[src/rtl/mfm_dec_pkg.sv]
package mfm_dec_pkg;

    // Length class of one edge-to-edge interval
    typedef enum logic [1:0] {
        IV_SHORT = 2'd0,
        IV_LONG  = 2'd1,
        IV_VLONG = 2'd2,
        IV_BAD   = 2'd3
    } iv_class_t;

    // Decoder phase: hunting for lock, after a mid-cell transition,
    // or after a transition on a cell boundary between two zeros
    typedef enum logic [1:0] {
        ST_HUNT = 2'd0,
        ST_MID  = 2'd1,
        ST_EDGE = 2'd2
    } dec_state_t;

endpackage

[src/rtl/mfm_edge_sync.sv]
module mfm_edge_sync #(
    parameter int  SYNC_STAGES = 2,
    parameter bit  RISING      = 1'b1
) (
    input  logic clk,
    input  logic rst,
    input  logic rd_in,
    output logic edge_o
);

    typedef struct packed {
        logic [SYNC_STAGES-1:0] chain;
        logic                   last;
    } sync_state_t;

    sync_state_t st_d, st_q;
    logic        synced;

    assign synced = st_q.chain[SYNC_STAGES-1];

    always_comb begin
        st_d       = st_q;
        st_d.chain = {st_q.chain[SYNC_STAGES-2:0], rd_in};
        st_d.last  = synced;
    end

    always_ff @(posedge clk) begin
        if (rst) begin
            st_q <= '0;
        end else begin
            st_q <= st_d;
        end
    end

    // Polarity of the transition that marks a flux reversal
    generate
        if (RISING) begin : g_rise
            assign edge_o = synced & ~st_q.last;
        end else begin : g_fall
            assign edge_o = ~synced & st_q.last;
        end
    endgenerate

endmodule

[src/rtl/mfm_interval_timer.sv]
module mfm_interval_timer
    import mfm_dec_pkg::*;
#(
    parameter int CNT_W     = 6,
    parameter int SHORT_LIM = 15,
    parameter int LONG_LIM  = 21,
    parameter int VLONG_LIM = 28
) (
    input  logic      clk,
    input  logic      rst,
    input  logic      edge_i,
    output logic      iv_valid_o,
    output iv_class_t iv_class_o
);

    localparam logic [CNT_W-1:0] CNT_MAX = {CNT_W{1'b1}};
    localparam logic [CNT_W-1:0] SHORT_C = CNT_W'(SHORT_LIM);
    localparam logic [CNT_W-1:0] LONG_C  = CNT_W'(LONG_LIM);
    localparam logic [CNT_W-1:0] VLONG_C = CNT_W'(VLONG_LIM);
    localparam logic [CNT_W-1:0] ONE_C   = CNT_W'(1);

    typedef struct packed {
        logic [CNT_W-1:0] cnt;
        logic             armed;
        logic             valid;
        iv_class_t        cls;
    } tmr_state_t;

    tmr_state_t tm_d, tm_q;

    function automatic iv_class_t classify(input logic [CNT_W-1:0] c);
        iv_class_t r;
        if (c < SHORT_C) begin
            r = IV_SHORT;
        end else if (c < LONG_C) begin
            r = IV_LONG;
        end else if (c < VLONG_C) begin
            r = IV_VLONG;
        end else begin
            r = IV_BAD;
        end
        return r;
    endfunction

    always_comb begin
        tm_d       = tm_q;
        tm_d.valid = 1'b0;
        if (edge_i) begin
            // The first edge after reset only arms the timer
            if (tm_q.armed) begin
                tm_d.valid = 1'b1;
                tm_d.cls   = classify(tm_q.cnt);
            end
            tm_d.cnt   = ONE_C;
            tm_d.armed = 1'b1;
        end else if (tm_q.cnt != CNT_MAX) begin
            tm_d.cnt = tm_q.cnt + ONE_C;
        end
    end

    always_ff @(posedge clk) begin
        if (rst) begin
            tm_q <= '{cnt: '0, armed: 1'b0, valid: 1'b0, cls: IV_SHORT};
        end else begin
            tm_q <= tm_d;
        end
    end

    assign iv_valid_o = tm_q.valid;
    assign iv_class_o = tm_q.cls;

endmodule

[src/rtl/mfm_bit_fsm.sv]
module mfm_bit_fsm
    import mfm_dec_pkg::*;
#(
    parameter int LOCK_RUN = 16
) (
    input  logic      clk,
    input  logic      rst,
    input  logic      iv_valid_i,
    input  iv_class_t iv_class_i,
    output logic      bit_valid_o,
    output logic      bit_data_o,
    output logic      sync_err_o,
    output logic      locked_o
);

    localparam int             RUN_W    = $clog2(LOCK_RUN + 1);
    localparam logic [RUN_W-1:0] RUN_LAST = RUN_W'(LOCK_RUN - 1);

    typedef struct packed {
        dec_state_t       st;
        logic [RUN_W-1:0] run;
        logic             out_v;
        logic             out_d;
        logic             hold_v;
        logic             hold_d;
        logic             err;
    } fsm_state_t;

    fsm_state_t fs_d, fs_q;

    always_comb begin
        fs_d       = fs_q;
        fs_d.out_v = 1'b0;
        fs_d.err   = 1'b0;

        // Second bit of a pair leaves one cycle after the first
        if (fs_q.hold_v) begin
            fs_d.out_v  = 1'b1;
            fs_d.out_d  = fs_q.hold_d;
            fs_d.hold_v = 1'b0;
        end

        if (iv_valid_i) begin
            unique case (fs_q.st)
                ST_HUNT: begin
                    if (iv_class_i == IV_SHORT) begin
                        if (fs_q.run == RUN_LAST) begin
                            fs_d.st  = ST_EDGE;
                            fs_d.run = '0;
                        end else begin
                            fs_d.run = fs_q.run + 1'b1;
                        end
                    end else begin
                        fs_d.run = '0;
                        fs_d.err = (iv_class_i == IV_BAD);
                    end
                end
                ST_MID: begin
                    unique case (iv_class_i)
                        IV_SHORT: begin
                            fs_d.out_v = 1'b1;
                            fs_d.out_d = 1'b1;
                        end
                        IV_LONG: begin
                            fs_d.out_v = 1'b1;
                            fs_d.out_d = 1'b0;
                            fs_d.st    = ST_EDGE;
                        end
                        IV_VLONG: begin
                            fs_d.out_v  = 1'b1;
                            fs_d.out_d  = 1'b0;
                            fs_d.hold_v = 1'b1;
                            fs_d.hold_d = 1'b1;
                        end
                        default: fs_d.err = 1'b1;
                    endcase
                end
                ST_EDGE: begin
                    unique case (iv_class_i)
                        IV_SHORT: begin
                            fs_d.out_v = 1'b1;
                            fs_d.out_d = 1'b0;
                        end
                        IV_LONG: begin
                            fs_d.out_v  = 1'b1;
                            fs_d.out_d  = 1'b0;
                            fs_d.hold_v = 1'b1;
                            fs_d.hold_d = 1'b1;
                            fs_d.st     = ST_MID;
                        end
                        default: fs_d.err = 1'b1;
                    endcase
                end
                default: begin
                    fs_d.st  = ST_HUNT;
                    fs_d.run = '0;
                end
            endcase

            // Loss of sync drops any pending bit and restarts the hunt
            if (fs_d.err) begin
                fs_d.st     = ST_HUNT;
                fs_d.run    = '0;
                fs_d.out_v  = 1'b0;
                fs_d.hold_v = 1'b0;
            end
        end
    end

    always_ff @(posedge clk) begin
        if (rst) begin
            fs_q <= '{st: ST_HUNT, run: '0, out_v: 1'b0, out_d: 1'b0,
                      hold_v: 1'b0, hold_d: 1'b0, err: 1'b0};
        end else begin
            fs_q <= fs_d;
        end
    end

    assign bit_valid_o = fs_q.out_v;
    assign bit_data_o  = fs_q.out_d;
    assign sync_err_o  = fs_q.err;
    assign locked_o    = (fs_q.st != ST_HUNT);

endmodule

[src/rtl/mfm_interval_decoder.sv]
module mfm_interval_decoder
    import mfm_dec_pkg::*;
#(
    parameter int SYNC_STAGES = 2,
    parameter int CNT_W       = 6,
    parameter int SHORT_LIM   = 15,
    parameter int LONG_LIM    = 21,
    parameter int VLONG_LIM   = 28,
    parameter int LOCK_RUN    = 16
) (
    input  logic clk,
    input  logic rst,
    input  logic rd_in,
    output logic bit_valid,
    output logic bit_data,
    output logic sync_err,
    output logic locked
);

    logic      flux_edge;
    logic      iv_valid;
    iv_class_t iv_class;

    mfm_edge_sync #(
        .SYNC_STAGES (SYNC_STAGES),
        .RISING      (1'b1)
    ) u_sync (
        .clk    (clk),
        .rst    (rst),
        .rd_in  (rd_in),
        .edge_o (flux_edge)
    );

    mfm_interval_timer #(
        .CNT_W     (CNT_W),
        .SHORT_LIM (SHORT_LIM),
        .LONG_LIM  (LONG_LIM),
        .VLONG_LIM (VLONG_LIM)
    ) u_timer (
        .clk        (clk),
        .rst        (rst),
        .edge_i     (flux_edge),
        .iv_valid_o (iv_valid),
        .iv_class_o (iv_class)
    );

    mfm_bit_fsm #(
        .LOCK_RUN (LOCK_RUN)
    ) u_fsm (
        .clk         (clk),
        .rst         (rst),
        .iv_valid_i  (iv_valid),
        .iv_class_i  (iv_class),
        .bit_valid_o (bit_valid),
        .bit_data_o  (bit_data),
        .sync_err_o  (sync_err),
        .locked_o    (locked)
    );

endmodule

[config.mk]
export PLATFORM = sky130hd
export DESIGN_NAME = mfm_interval_decoder
export DESIGN_NICKNAME = d
export VERILOG_FILES = /design/src/rtl/mfm_dec_pkg.sv /design/src/rtl/mfm_edge_sync.sv /design/src/rtl/mfm_interval_timer.sv /design/src/rtl/mfm_bit_fsm.sv /design/src/rtl/mfm_interval_decoder.sv
export SDC_FILE = /design/constraint.sdc
export NUM_CORES = 1
export LEC_CHECK = 0
export ABC_AREA = 1
export BUFFER_PORTS_ARGS = -buffer_cell sky130_fd_sc_hd__buf_2
export CORE_ASPECT_RATIO = 0.75
export CORE_MARGIN = 2
export CORE_UTILIZATION = 25
export DETAILED_ROUTE_END_ITERATION = 8
export GPL_TIMING_DRIVEN = 0
export PLACE_DENSITY_LB_ADDON = 0.25
export RECOVER_POWER = 25
export REMOVE_ABC_BUFFERS = 1
export SETUP_SLACK_MARGIN = 0.2
export SLEW_MARGIN = 10
export SYNTH_ARGS = -nofsm -noshare
export SYNTH_HDL_FRONTEND = slang
export SYNTH_SLANG_ARGS = --single-unit
[constraint.sdc]
create_clock -name clk -period 3.45 [get_ports clk]
set_input_delay 0.1725 -clock clk [delete_from_list [all_inputs] [get_ports clk]]
set_output_delay 0.1725 -clock clk [all_outputs]
set_load 0.05 [all_outputs]
After elaboration in Yosys (flattened, before gate mapping)
Index checks and enable logic that the tools add are counted.
Storage, ports and cells
  bits in registers: 25
  output and inout bits: 4
  input bits: 3
  word-level logic and storage cells: 81
Operators by class
  reductions and logical operators: 16
  add/sub/neg operators: 2
  order comparisons: 3
  eq/ne operators: 14
  mux-type cells: 28
  bitwise operators: 4
Operators with widths (count)
  $mux 2: 9
  $mux 5: 3
  $lt 6x5->1 const B: 2
  $reduce_or 2->1: 6
  $pmux 5 s2: 1
  $mux 1: 8
  $mux 8: 1
  $pmux 4 s2: 1
  $add 6x1->6 const B: 1
  $eq 2x2->1 const B: 3
  $lt 6x4->1 const B: 1
  $mux 3: 2
  $ne 3x1->1 const B: 2
  $ne 3x2->1 const B: 2
  $ne 6x6->1 const B: 1
  $pmux 2 s3: 1
  $reduce_bool 2->1: 3
  $add 5x1->5 const B: 1
  $eq 5x4->1 const B: 1
  $reduce_and 5->1: 1
  $eq 2x1->1 const B: 2
  $logic_not 2->1: 2
  $ne 2x2->1 const B: 2
  $pmux 2 s2: 1
  other kinds (7): 10

Logic depth before layout (Yosys ltp)
Gate-level depths: netlist (run 1).
  word-level depth: 7
  depth in mapped cells: 10
  mapped depth without buffers: 10

Cells and area by module
A second synthesis (run 1) with hierarchy kept.
Unflattened totals
  cell total of the unflattened synthesis: 205
  area total of the unflattened synthesis: 1391.3 µm²
Modules (own cells, without submodules)
  mfm_bit_fsm: times used 1, seq. area each 240.2 µm², area each 783.3 µm², cells an instance 119
  mfm_interval_timer: times used 1, seq. area each 200.2 µm², area each 521.8 µm², cells an instance 76
  mfm_edge_sync: times used 1, seq. area each 60.1 µm², area each 86.3 µm², cells an instance 10

Worst setup path after synthesis (run 1)
OpenSTA, ideal clock, no wires.
  path type: register to register
  start point: register u_fsm.fs_q[10] (netlist name)
  end point: register u_fsm.fs_q[8] (netlist name)
  setup time: 0.116 ns
  cell stages (with the launch flop): 9
  slack: 2.006 ns
  data arrival time: 1.328 ns
  path through: dfxtp_1 inv_1 ha_1 inv_1 nor2_2 nand3_1 nand2_1 nand2_1 a21oi_1
On the way
  cells in the longest elaborated chain, start to end: 5
Ends and longest elaborated chain
  from (decl): line mfm_bit_fsm.sv:29  | fsm_state_t fs_d, fs_q;
  from (signal assigned): line mfm_bit_fsm.sv:112  | fs_q <= '{st: ST_HUNT, run: '0, out_v: 1'b0, out_d: 1'b0,
  from (signal assigned): line mfm_bit_fsm.sv:115  | fs_q <= fs_d;
  $eq 2x2->1 (tied with other cells): line mfm_bit_fsm.sv:44  | unique case (fs_q.st)
  $pmux 1 s3: line mfm_bit_fsm.sv:44
  $mux 1: line mfm_bit_fsm.sv:43  | if (iv_valid_i) begin
  $ne 2x1->1 (no line)
  $reduce_and 2->1 (no line)
Several ways; a longest one is shown, not always the timed one. The select of a mux whose other input is x is not followed.
A chain may end at the register's enable or synchronous reset.

Final worst setup path (run 1)
  start point: register u_fsm.fs_q[11] (netlist name)
  end point: register u_fsm.fs_q[10] (netlist name)
On the way
  cells in the longest elaborated chain, start to end: 5
Ends and longest elaborated chain (line)
  $eq 2x2->1 (tied with other cells): mfm_bit_fsm.sv:44
  $pmux 1 s3: mfm_bit_fsm.sv:44
  $mux 1: mfm_bit_fsm.sv:43
  $ne 3x1->1 (no line) / $ne 3x2->1 (equally long branches)
  $reduce_and 5->1 (no line)
Several ways; a longest one is shown, not always the timed one. The select of a mux whose other input is x is not followed.

==> results.yml, run 1 <==
outcome:
  outcome: "finished, final reports clean"
power:
  power.share.sequential_pct: 60.0
  switchingPower_mw: 0.115
  p_int_mw: 0.381
  power.density_nw_per_um2: 339
  p_total_mw: 0.496
  power_leakage_nw: 0.602
  vdd_drop_max_mv: 0.144
  swShare_pct: 23.2
  p_comb_share_pct: 4.0
  pwr-share-clk_pct: 36.0
clock_tree:
  insertion_delay_ps: 280
  numClockSinks: 25
  path_clk_slew_ps: 90
  cts_buffers: 3
  post_cts_resized: 0
  cts_setup_buffers: 0
  hold_buffers: 0
  h-tree-depth: 1
  cts-root-buf: "clkbuf_8"
  clockBufferDepth: 2
  cts_tree: "yes"
place:
  place_congestion: 0.791
  numPortBuffers: 6
  dp_hpwl_um: 1910
route:
  route.antenna.remaining_nets: 0
  drt-vias-per-instance: 4.23
  drt_iter0_drc: 64
  firstDrtPassIters: 4
  vias: 1141
  drt-total-wl_um: 2540
  wl_per_cell_um: 9.39
  drc: 0
synthesis:
  syn_avg_cell_area_um2: 6.91
  synth_seq_cells: 25
  synth.cell_area_um2: 1310
  syn_inst: 190
  synth_seq_area_share_pct: 38.1
  synth_cell_types: 25
  ys_warn_count: 0
sta:
  slew_violations: 0
  setup_tns_ps: 0
  finalCriticalPeriod_ps: 1570
  hold_slack_ps: 94.0
  tightestPinTransition_ps: 681
  max_freq_mhz: 636
  rsz0062_at_grt: "no"
  hold_viol_final: 0
  fin_skew_ps: 5.44
  period_share_pct: 45.6
  setup_violations: 0
  slew-limit-headroom_pct: 54.6
floorplan:
  fp.dieH_um: 66.8
  die_w_um: 87.7
  die_area_um2: 5860
  io-pin-count: 7
  start_util_pct: 26.4
  rows: 22
  core_area_um2: 4980
setup_path:
  required_ps: 3670
  crit_type: "reg2reg"
  startpoint_type: "flop"
  reg2reg_slack_ps: 1880
  cp-end-kind: "flop"
  cp_max_fo: 7
  r2r_cells: 10
  arrival_ps: 1790
final_layout:
  diodes: 0
  nets: 209
  final_layout_size_suffix_gt1_share_pct: 10.1
  syn2layout_area_growth_pct: 11.2
  n_fill_cell: 556
flow_run:
  cap_violations: 0
global_routing:
  grt_pass1_vias: 1025
  grt_overflow: 0
  grt_max_degree: 16
  grt_util_all_layers_pct: 9.97
  grt_pass1_wl_um: 4520
  antenna_found_initial: 0
worst_hold_path:
  hold_depth: 3
  hp-class: "in2reg"
## cells by family (layout without fill, tap and decap cells)
| group | Yosys count | after routing | share of synthesized area (%) |
|---|---|---|---|
| compound gates | 29 | 29 | 12.1 |
| xor+xnor | 1 | 1 | 0.667 |
| fa+ha+maj | 7 | 7 | 6.67 |
| buf+inv | 31 | 39 | 9.43 |
| flops | 25 | 25 | 38.1 |
| simple gates | 97 | 97 | 33.0 |
## cell type report
class	instances	area, um2	area share [%]
Multi-Input combinational cell	134	689	47.2
Sequential cell	25	500	34.2
Inverter	29	109	7.45
Tap cell	72	90.1	6.16
Clock buffer	3	41.3	2.83
Timing Repair Buffer	6	26.3	1.80
Clock inverter	1	5.00	0.342
## synthesized netlist by cell type
| cell | count | area (um2) |
|---|---|---|
| dfxtp_1 | 25 | 500 |
| nand3_1 | 15 | 75.1 |
| buf_6 | 1 | 11.3 |
| inv_2 | 1 | 3.75 |
| nor3_1 | 3 | 15.0 |
| inv_1 | 27 | 101 |
| nand2_1 | 37 | 139 |
| a31o_2 | 1 | 8.76 |
| a21oi_1 | 15 | 75.1 |
| ha_1 | 7 | 87.6 |
| nand2_4 | 1 | 11.3 |
| nor2_1 | 28 | 105 |
| o21ai_1 | 1 | 5.00 |
| nor2_2 | 5 | 31.3 |
| o21ai_0 | 7 | 35.0 |
| clkinv_1 | 1 | 3.75 |
| xor2_1 | 1 | 8.76 |
| o21ai_2 | 1 | 8.76 |
| or2_1 | 1 | 6.26 |
| a31oi_1 | 3 | 18.8 |
| nand2_2 | 2 | 12.5 |
| o211ai_1 | 1 | 7.51 |
| clkbuf_1 | 1 | 3.75 |
| nand4_1 | 3 | 18.8 |
| nand3_2 | 2 | 20.0 |
## cells in the final DEF (no fill, tap or decap), drive strengths merged, types with 2 or more instances in the layout
master | Yosys | layout
inv | 28 | 28
a31oi | 3 | 3
ha | 7 | 7
dfxtp | 25 | 25
nor2 | 33 | 33
a21oi | 15 | 15
clkbuf | 1 | 6
clkinv | 1 | 2
o21ai | 9 | 9
nand2 | 40 | 40
buf | 1 | 3
nand3 | 17 | 17
nor3 | 3 | 3
nand4 | 3 | 3
## path summary, 6_finish.rpt
kind / startpoint / to
worst max-delay path: u_fsm.fs_q[11] / u_fsm.fs_q[10]
worst max register to register: u_fsm.fs_q[11] / u_fsm.fs_q[10]
worst min-delay path: rd_in / u_sync.st_d[2]
worst min register to register: u_sync.st_d[2] / u_sync.st_d[0]
## critical path: stages (launching register included)
cell,delay [ps]
dfxtp_1,340
inv_1,100
ha_1,320
nor2_2,100
o21ai_2,150
nand2_1,130
nand2_2,110
nand3_2,80
nand2_1,70
inv_1,40
nor2_2,80
## routing by layer
layer  vias up  global-route usage, %  part of all wire [%]
met2        19                   14.1                    39
met3         5                   2.60                   3.4
met1       488                   14.2                    56
li1        629                      -                     -
met5         -                      0                     0
met4         0                   4.04                   1.4
## power groups by stage
stage | Combinational (mW) | Sequential [mW] | Clock (mW)
global placement | 0.0198 | 0.304 | 0
global route | 0.0236 | 0.299 | 0.202
detailed placement | 0.0206 | 0.304 | 0
finish | 0.0198 | 0.298 | 0.179
floorplan | 0.0131 | 0.303 | 0
CTS | 0.0205 | 0.298 | 0.188
## through the flow
step | utilization (%) | instances | setup slack, ps | area [um2]
5_1_grt | 29.3 | 270 | 1700 | 1460
3_3_place_gp | 28.5 | 266 | 1890 | 1420
6_report | 29.3 | 270 | 1880 | 1460
3_5_place_dp | 28.5 | 266 | 1920 | 1420
4_1_cts | 29.4 | 270 | 1880 | 1470
2_1_floorplan | - | 188 | 2010 | 1300
## flip-flops by register name (all words and copies together) (netlist names)
| signal | cells |
|---|---|
| u_sync.st_d | 2 |
| u_fsm.bit_valid_o | 1 |
| u_fsm.bit_data_o | 1 |
| u_timer.tm_q | 7 |
| u_fsm.fs_q | 9 |
| u_sync.st_q | 1 |
| u_timer.iv_valid_o | 1 |
| u_fsm.sync_err_o | 1 |
| u_timer.iv_class_o | 2 |
Power figures use the tool's default switching activity.
==> inputs of run 2 (changes only) <==
ABC_AREA = 0   (was 1)
clock period = 1.65 ns   (was 3.45 ns; I/O delays follow)
==> results.yml, run 2 <==
final_layout:
  nets: 170
  fin_area_um2: 1600
  syn2layout_area_growth_pct: 21.6
  fin_cells: 231
  n_fill_cell: 523
  final_util_pct: 32.0
  final_layout_size_suffix_gt1_share_pct: 25.2
  diodes: 0
  final_common_cell: "dfxtp_1"
  largest_reg_flops: 9
  top_regs: "u_fsm.fs_q: 9 flops, u_timer.tm_q: 7 flops"
  regMostFlops: "u_fsm.fs_q"
  final_cell_mix: "21 x dfxtp_1, 14 x a21oi_1, 9 x nor2_1"
setup_path:
  arrival_ps: 1820
  startpoint_type: "flop"
  cp_max_fo: 5
  reg2reg_slack_ps: 30
  cp-end-kind: "flop"
  crit_type: "reg2reg"
  required_ps: 1860
floorplan:
  fp.dieH_um: 66.8
  rows: 22
  core_area_um2: 4980
  die_area_um2: 5850
  io-pin-count: 7
  die_w_um: 87.7
  start_util_pct: 26.3
sta:
  setup_tns_ps: 0
  max_freq_mhz: 618
  hold_viol_final: 0
  setup_violations: 0
  timing.final.ws_setup_ps: 32.6
  tightestPinTransition_ps: 415
  fin_skew_ps: 4.35
  finalCriticalPeriod_ps: 1620
  slew-limit-headroom_pct: 72.3
  period_share_pct: 98.0
  slew_violations: 0
  hold_slack_ps: 18.8
  rsz0062_at_grt: "yes"
synthesis:
  synth.cell_area_um2: 1310
  synth_seq_area_share_pct: 38.1
  synth_largest_area_cell: "dfxtp_1"
  synthArstFlopShare_pct: 0
  syn_inst: 148
  synth_common_cells: "25 x dfxtp_1, 15 x a21oi_1, 10 x inv_1, 10 x o21ai_0, 9 x nor2_1"
  netlist_top_cells_area: "dfxtp_1 38%, ha_1 6.7%, a21oi_1 5.7%, o21ai_0 3.8%, inv_1 2.9%"
  synth_ff_type: "dfxtp_1"
  synth_cell_types: 43
  syn_avg_cell_area_um2: 8.87
  ys_warn_count: 0
  synth-edff-count: 0
  synth.most_common_cell: "dfxtp_1"
  synth_seq_cells: 25
  yosysTopAreaCellShare_pct: 38.1
route:
  firstDrtPassIters: 4
  drt-vias-per-instance: 4.73
  drc: 0
  drt-total-wl_um: 2810
  wl_per_cell_um: 12.2
  vias: 1093
  drt_iter0_drc: 42
  route.antenna.remaining_nets: 0
clock_tree:
  path_clk_slew_ps: 90
  cts-root-buf: "clkbuf_8"
  h-tree-depth: 1
  numClockSinks: 25
  clockBufferDepth: 2
  cts_buffers: 3
  hold_buffers: 0
  cts_tree: "yes"
  insertion_delay_ps: 270
place:
  dpl_worst_slack_ps: -237
  numPortBuffers: 6
  dp_hpwl_um: 1960
  place_congestion: 0.804
  place_inst: 220
  place_area_um2: 1400
power:
  power.share.sequential_pct: 59.1
  pwr-share-clk_pct: 36.0
  p_comb_share_pct: 4.9
  switchingPower_mw: 0.247
  p_total_mw: 1.05
  vdd_drop_max_mv: 0.333
  swShare_pct: 23.5
  p_int_mw: 0.805
  power.density_nw_per_um2: 659
  power_leakage_nw: 0.570
global_routing:
  grt_util_all_layers_pct: 10.0
  grt_pass1_wl_um: 4600
  grt_max_degree: 22
  grt_pass1_vias: 1036
  antenna_found_initial: 0
  grt_overflow: 0
flow_run:
  cap_violations: 0
worst_hold_path:
  hp-class: "in2reg"
outcome:
  outcome: "finished, final reports clean"
==> run 2: kinds of logic after synthesis <==
family | count (synthesis) | share of synthesized area (%)
XOR/XNOR | 3 | 2.00
AND/OR/NAND/NOR | 54 | 24.7
AO/OA/AOI/OAI | 40 | 20.9
adder cells (fa/ha/maj) | 7 | 6.67
flip-flops | 25 | 38.1
multiplexers | 3 | 2.29
buffers and inverters | 16 | 5.34
==> run 2: critical path, stage by stage (launching register included) <==
cell	delay [ps]
dfxtp_4	400
inv_2	70
ha_4	280
inv_4	80
o221ai_4	120
or4_1	490
a21oi_1	120
==> run 2: power groups by stage <==
stage	clock network, mW	logic, mW	registers [mW]
6_report	0.379	0.0515	0.622
4_1_cts	0.394	0.0500	0.622
3_3_place_gp	0	0.0447	0.637
3_5_place_dp	0	0.0488	0.639
2_1_floorplan	0	0.0311	0.636
5_1_grt	0.422	0.0569	0.625
==> run 2: worst paths after layout <==
path / from / endpoint / cells past startpoint
min: rd_in / u_sync.st_d[2] / 2
min reg2reg: u_sync.st_d[2] / u_sync.st_d[0] / 1
max reg2reg: u_fsm.fs_q[10] / u_fsm.fs_q[7] / 6
max: u_fsm.fs_q[10] / u_fsm.fs_q[7] / 6
==> run 2: area by class of cell <==
class                   count  area, um2  area share [%]
inverters                  10       40.0            2.51
multi-input cells         107        823            51.6
well taps                  72       90.1            5.64
flip-flops and latches     25        510            32.0
clock inverters             1       7.51           0.470
clock buffers               3       41.3            2.59
repair buffers             13       83.8            5.25
==> run 2: what timing repair did <==
item,CTS,global route
resized for setup,22,6
pin swaps,7,4
setup endpoints to repair,13,13
setup buffers,4,3
==> run 2: routing by layer <==
| layer | up-vias | GRT usage, % | routed length [um] | part of all wire, % |
|---|---|---|---|---|
| li1 | 549 | - | - | - |
| met1 | 528 | 13.9 | 1510 | 54 |
| met2 | 14 | 15.5 | 1220 | 43 |
| met3 | 2 | 2.60 | 62 | 2.2 |
| met4 | 0 | 2.31 | 12 | 0.43 |
| met5 | - | 0 | 0 | 0 |
==> inputs of run 3 (changes only) <==
MAX_ROUTING_LAYER = met4   (was default)
clock period = 1.72 ns   (was 1.65 ns; I/O delays follow)
==> results.yml, run 3 (synthesized netlist as in run 2, its figures left out) <==
sta:
  hold_viol_final: 0
  setup_tns_ps: 0
  slew_violations: 0
  rsz0062_at_grt: "yes"
  slew-limit-headroom_pct: 33.9
  setup_violations: 0
  tightestPinTransition_ps: 992
  finalCriticalPeriod_ps: 1630
  max_freq_mhz: 615
  fin_skew_ps: 4.30
  period_share_pct: 94.5
  hold_slack_ps: 21.9
  timing.final.ws_setup_ps: 94.6
route:
  vias: 1084
  drt_iter0_drc: 26
  drc: 0
  firstDrtPassIters: 4
  drt-total-wl_um: 2810
  route.antenna.remaining_nets: 0
  drt-vias-per-instance: 4.69
  wl_per_cell_um: 12.1
clock_tree:
  insertion_delay_ps: 270
  cts_buffers: 3
  numClockSinks: 25
  hold_buffers: 0
  h-tree-depth: 1
  clockBufferDepth: 2
  cts_tree: "yes"
  cts-root-buf: "clkbuf_8"
  path_clk_slew_ps: 90
power:
  vdd_drop_max_mv: 0.319
  power.density_nw_per_um2: 636
  power_leakage_nw: 0.560
setup_path:
  reg2reg_from: "u_fsm.fs_q[10]"
  startpoint_type: "flop"
  crit_type: "reg2reg"
  arrival_ps: 1820
  critPathSlowestCell: "or4_1"
  cp_cell_sequence: "inv_2 -> ha_4 -> inv_4 -> o221ai_4 -> or4_1 -> a21oi_1"
  cp_max_fo: 5
  reg2reg_slack_ps: 90
  r2r_end: "u_fsm.fs_q[7]"
  cpPeakStageDelay_ps: 490
  r2r_cells: 6
  required_ps: 1920
  cp-end-kind: "flop"
final_layout:
  final_layout_size_suffix_gt1_share_pct: 22.6
  syn2layout_area_growth_pct: 21.2
  diodes: 0
  final_cell_mix: "21 x dfxtp_1, 14 x a21oi_1, 9 x nor2_1"
  regMostFlops: "u_fsm.fs_q"
  top_regs: "u_fsm.fs_q: 9 flops, u_timer.tm_q: 7 flops"
  largest_reg_flops: 9
  final_common_cell: "dfxtp_1"
  nets: 170
  n_fill_cell: 523
floorplan:
  io-pin-count: 7
  core_area_um2: 4980
  die_area_um2: 5850
  rows: 22
  die_w_um: 87.7
  start_util_pct: 26.3
  fp.dieH_um: 66.8
global_routing:
  grt_pass1_vias: 1036
  grt_pass1_wl_um: 4610
  grt_util_all_layers_pct: 10.3
  grt_max_degree: 22
  antenna_found_initial: 0
  grt_overflow: 0
flow_run:
  cap_violations: 0
worst_hold_path:
  hold_start: "rd_in"
  hp-class: "in2reg"
  min_to: "u_sync.st_d[2]"
  hold_depth: 2
place:
  place_congestion: 0.815
  dp_hpwl_um: 1960
  dpl_worst_slack_ps: -167
  numPortBuffers: 6
outcome:
  outcome: "finished, final reports clean"
==> run 3: cell types whose count changed in the layout (fill, tap and decap cells not counted) <==
cell / previous run / this run
ha_2: 1 / 0
buf_2: 6 / 3
clkbuf_1: 0 / 3
ha_1: 2 / 3
==> run 3: per-layer routing <==
layer	global-route usage (%)	routed length (um)
met5	-	0
met4	2.31	13
met3	2.60	50
met2	15.5	1220
met1	13.9	1530
==> run 3: stage by stage <==
stage               power, mW  util (%)  cells  area, um2
finish                   1.01      31.9    231       1590
CTS                      1.02      31.3    228       1560
global placement        0.654      28.1    220       1400
detailed placement      0.660      28.1    220       1400
floorplan               0.640         -    142       1280
global route             1.06      31.9    231       1590
==> run 3: layout make-up <==
class | count | area, um2 | share of cell area (%)
flip-flops and latches | 25 | 510 | 32.1
inverters | 10 | 40.0 | 2.52
well taps | 72 | 90.1 | 5.66
multi-input cells | 107 | 821 | 51.6
clock buffers | 3 | 41.3 | 2.60
repair buffers | 13 | 80.1 | 5.04
clock inverters | 1 | 7.51 | 0.472
==> run 3: repair_timing <==
| item | CTS | global route |
|---|---|---|
| pin swaps | 7 | 2 |
| gates resized for setup | 22 | 5 |
| setup endpoints to repair | 11 | 10 |
| setup buffers | 4 | 3 |
==> run 3: worst max-delay path: cells and delay by family (launching register included) <==
kind / cells / cell delay, ps
compound gates: 2 / 240
fa+ha+maj: 1 / 280
buf+inv: 2 / 150
flops: 1 / 400
simple gates: 1 / 490
==> run 3: how the worst max path moves through the flow <==
| stage | cells after the start | to | slack, ps | startpoint |
|---|---|---|---|---|
| finish | 6 | u_fsm.fs_q[7] | 90 | u_fsm.fs_q[10] |
| CTS | 5 | u_fsm.fs_q[7] | 100 | u_fsm.fs_q[11] |
| detailed placement | 6 | u_fsm.fs_q[8] | -170 | u_fsm.fs_q[10] |
| floorplan | 6 | u_fsm.fs_q[8] | 5 | u_fsm.fs_q[10] |
| global placement | 6 | u_fsm.fs_q[8] | -130 | u_fsm.fs_q[10] |
| global route | 6 | u_fsm.fs_q[7] | 30 | u_fsm.fs_q[10] |
==> run 3: report_power, final <==
part           total (mW)  switching, mW  internal (mW)
combinational      0.0487         0.0273         0.0214
clock               0.366          0.201          0.164
sequential          0.596         0.0103          0.586
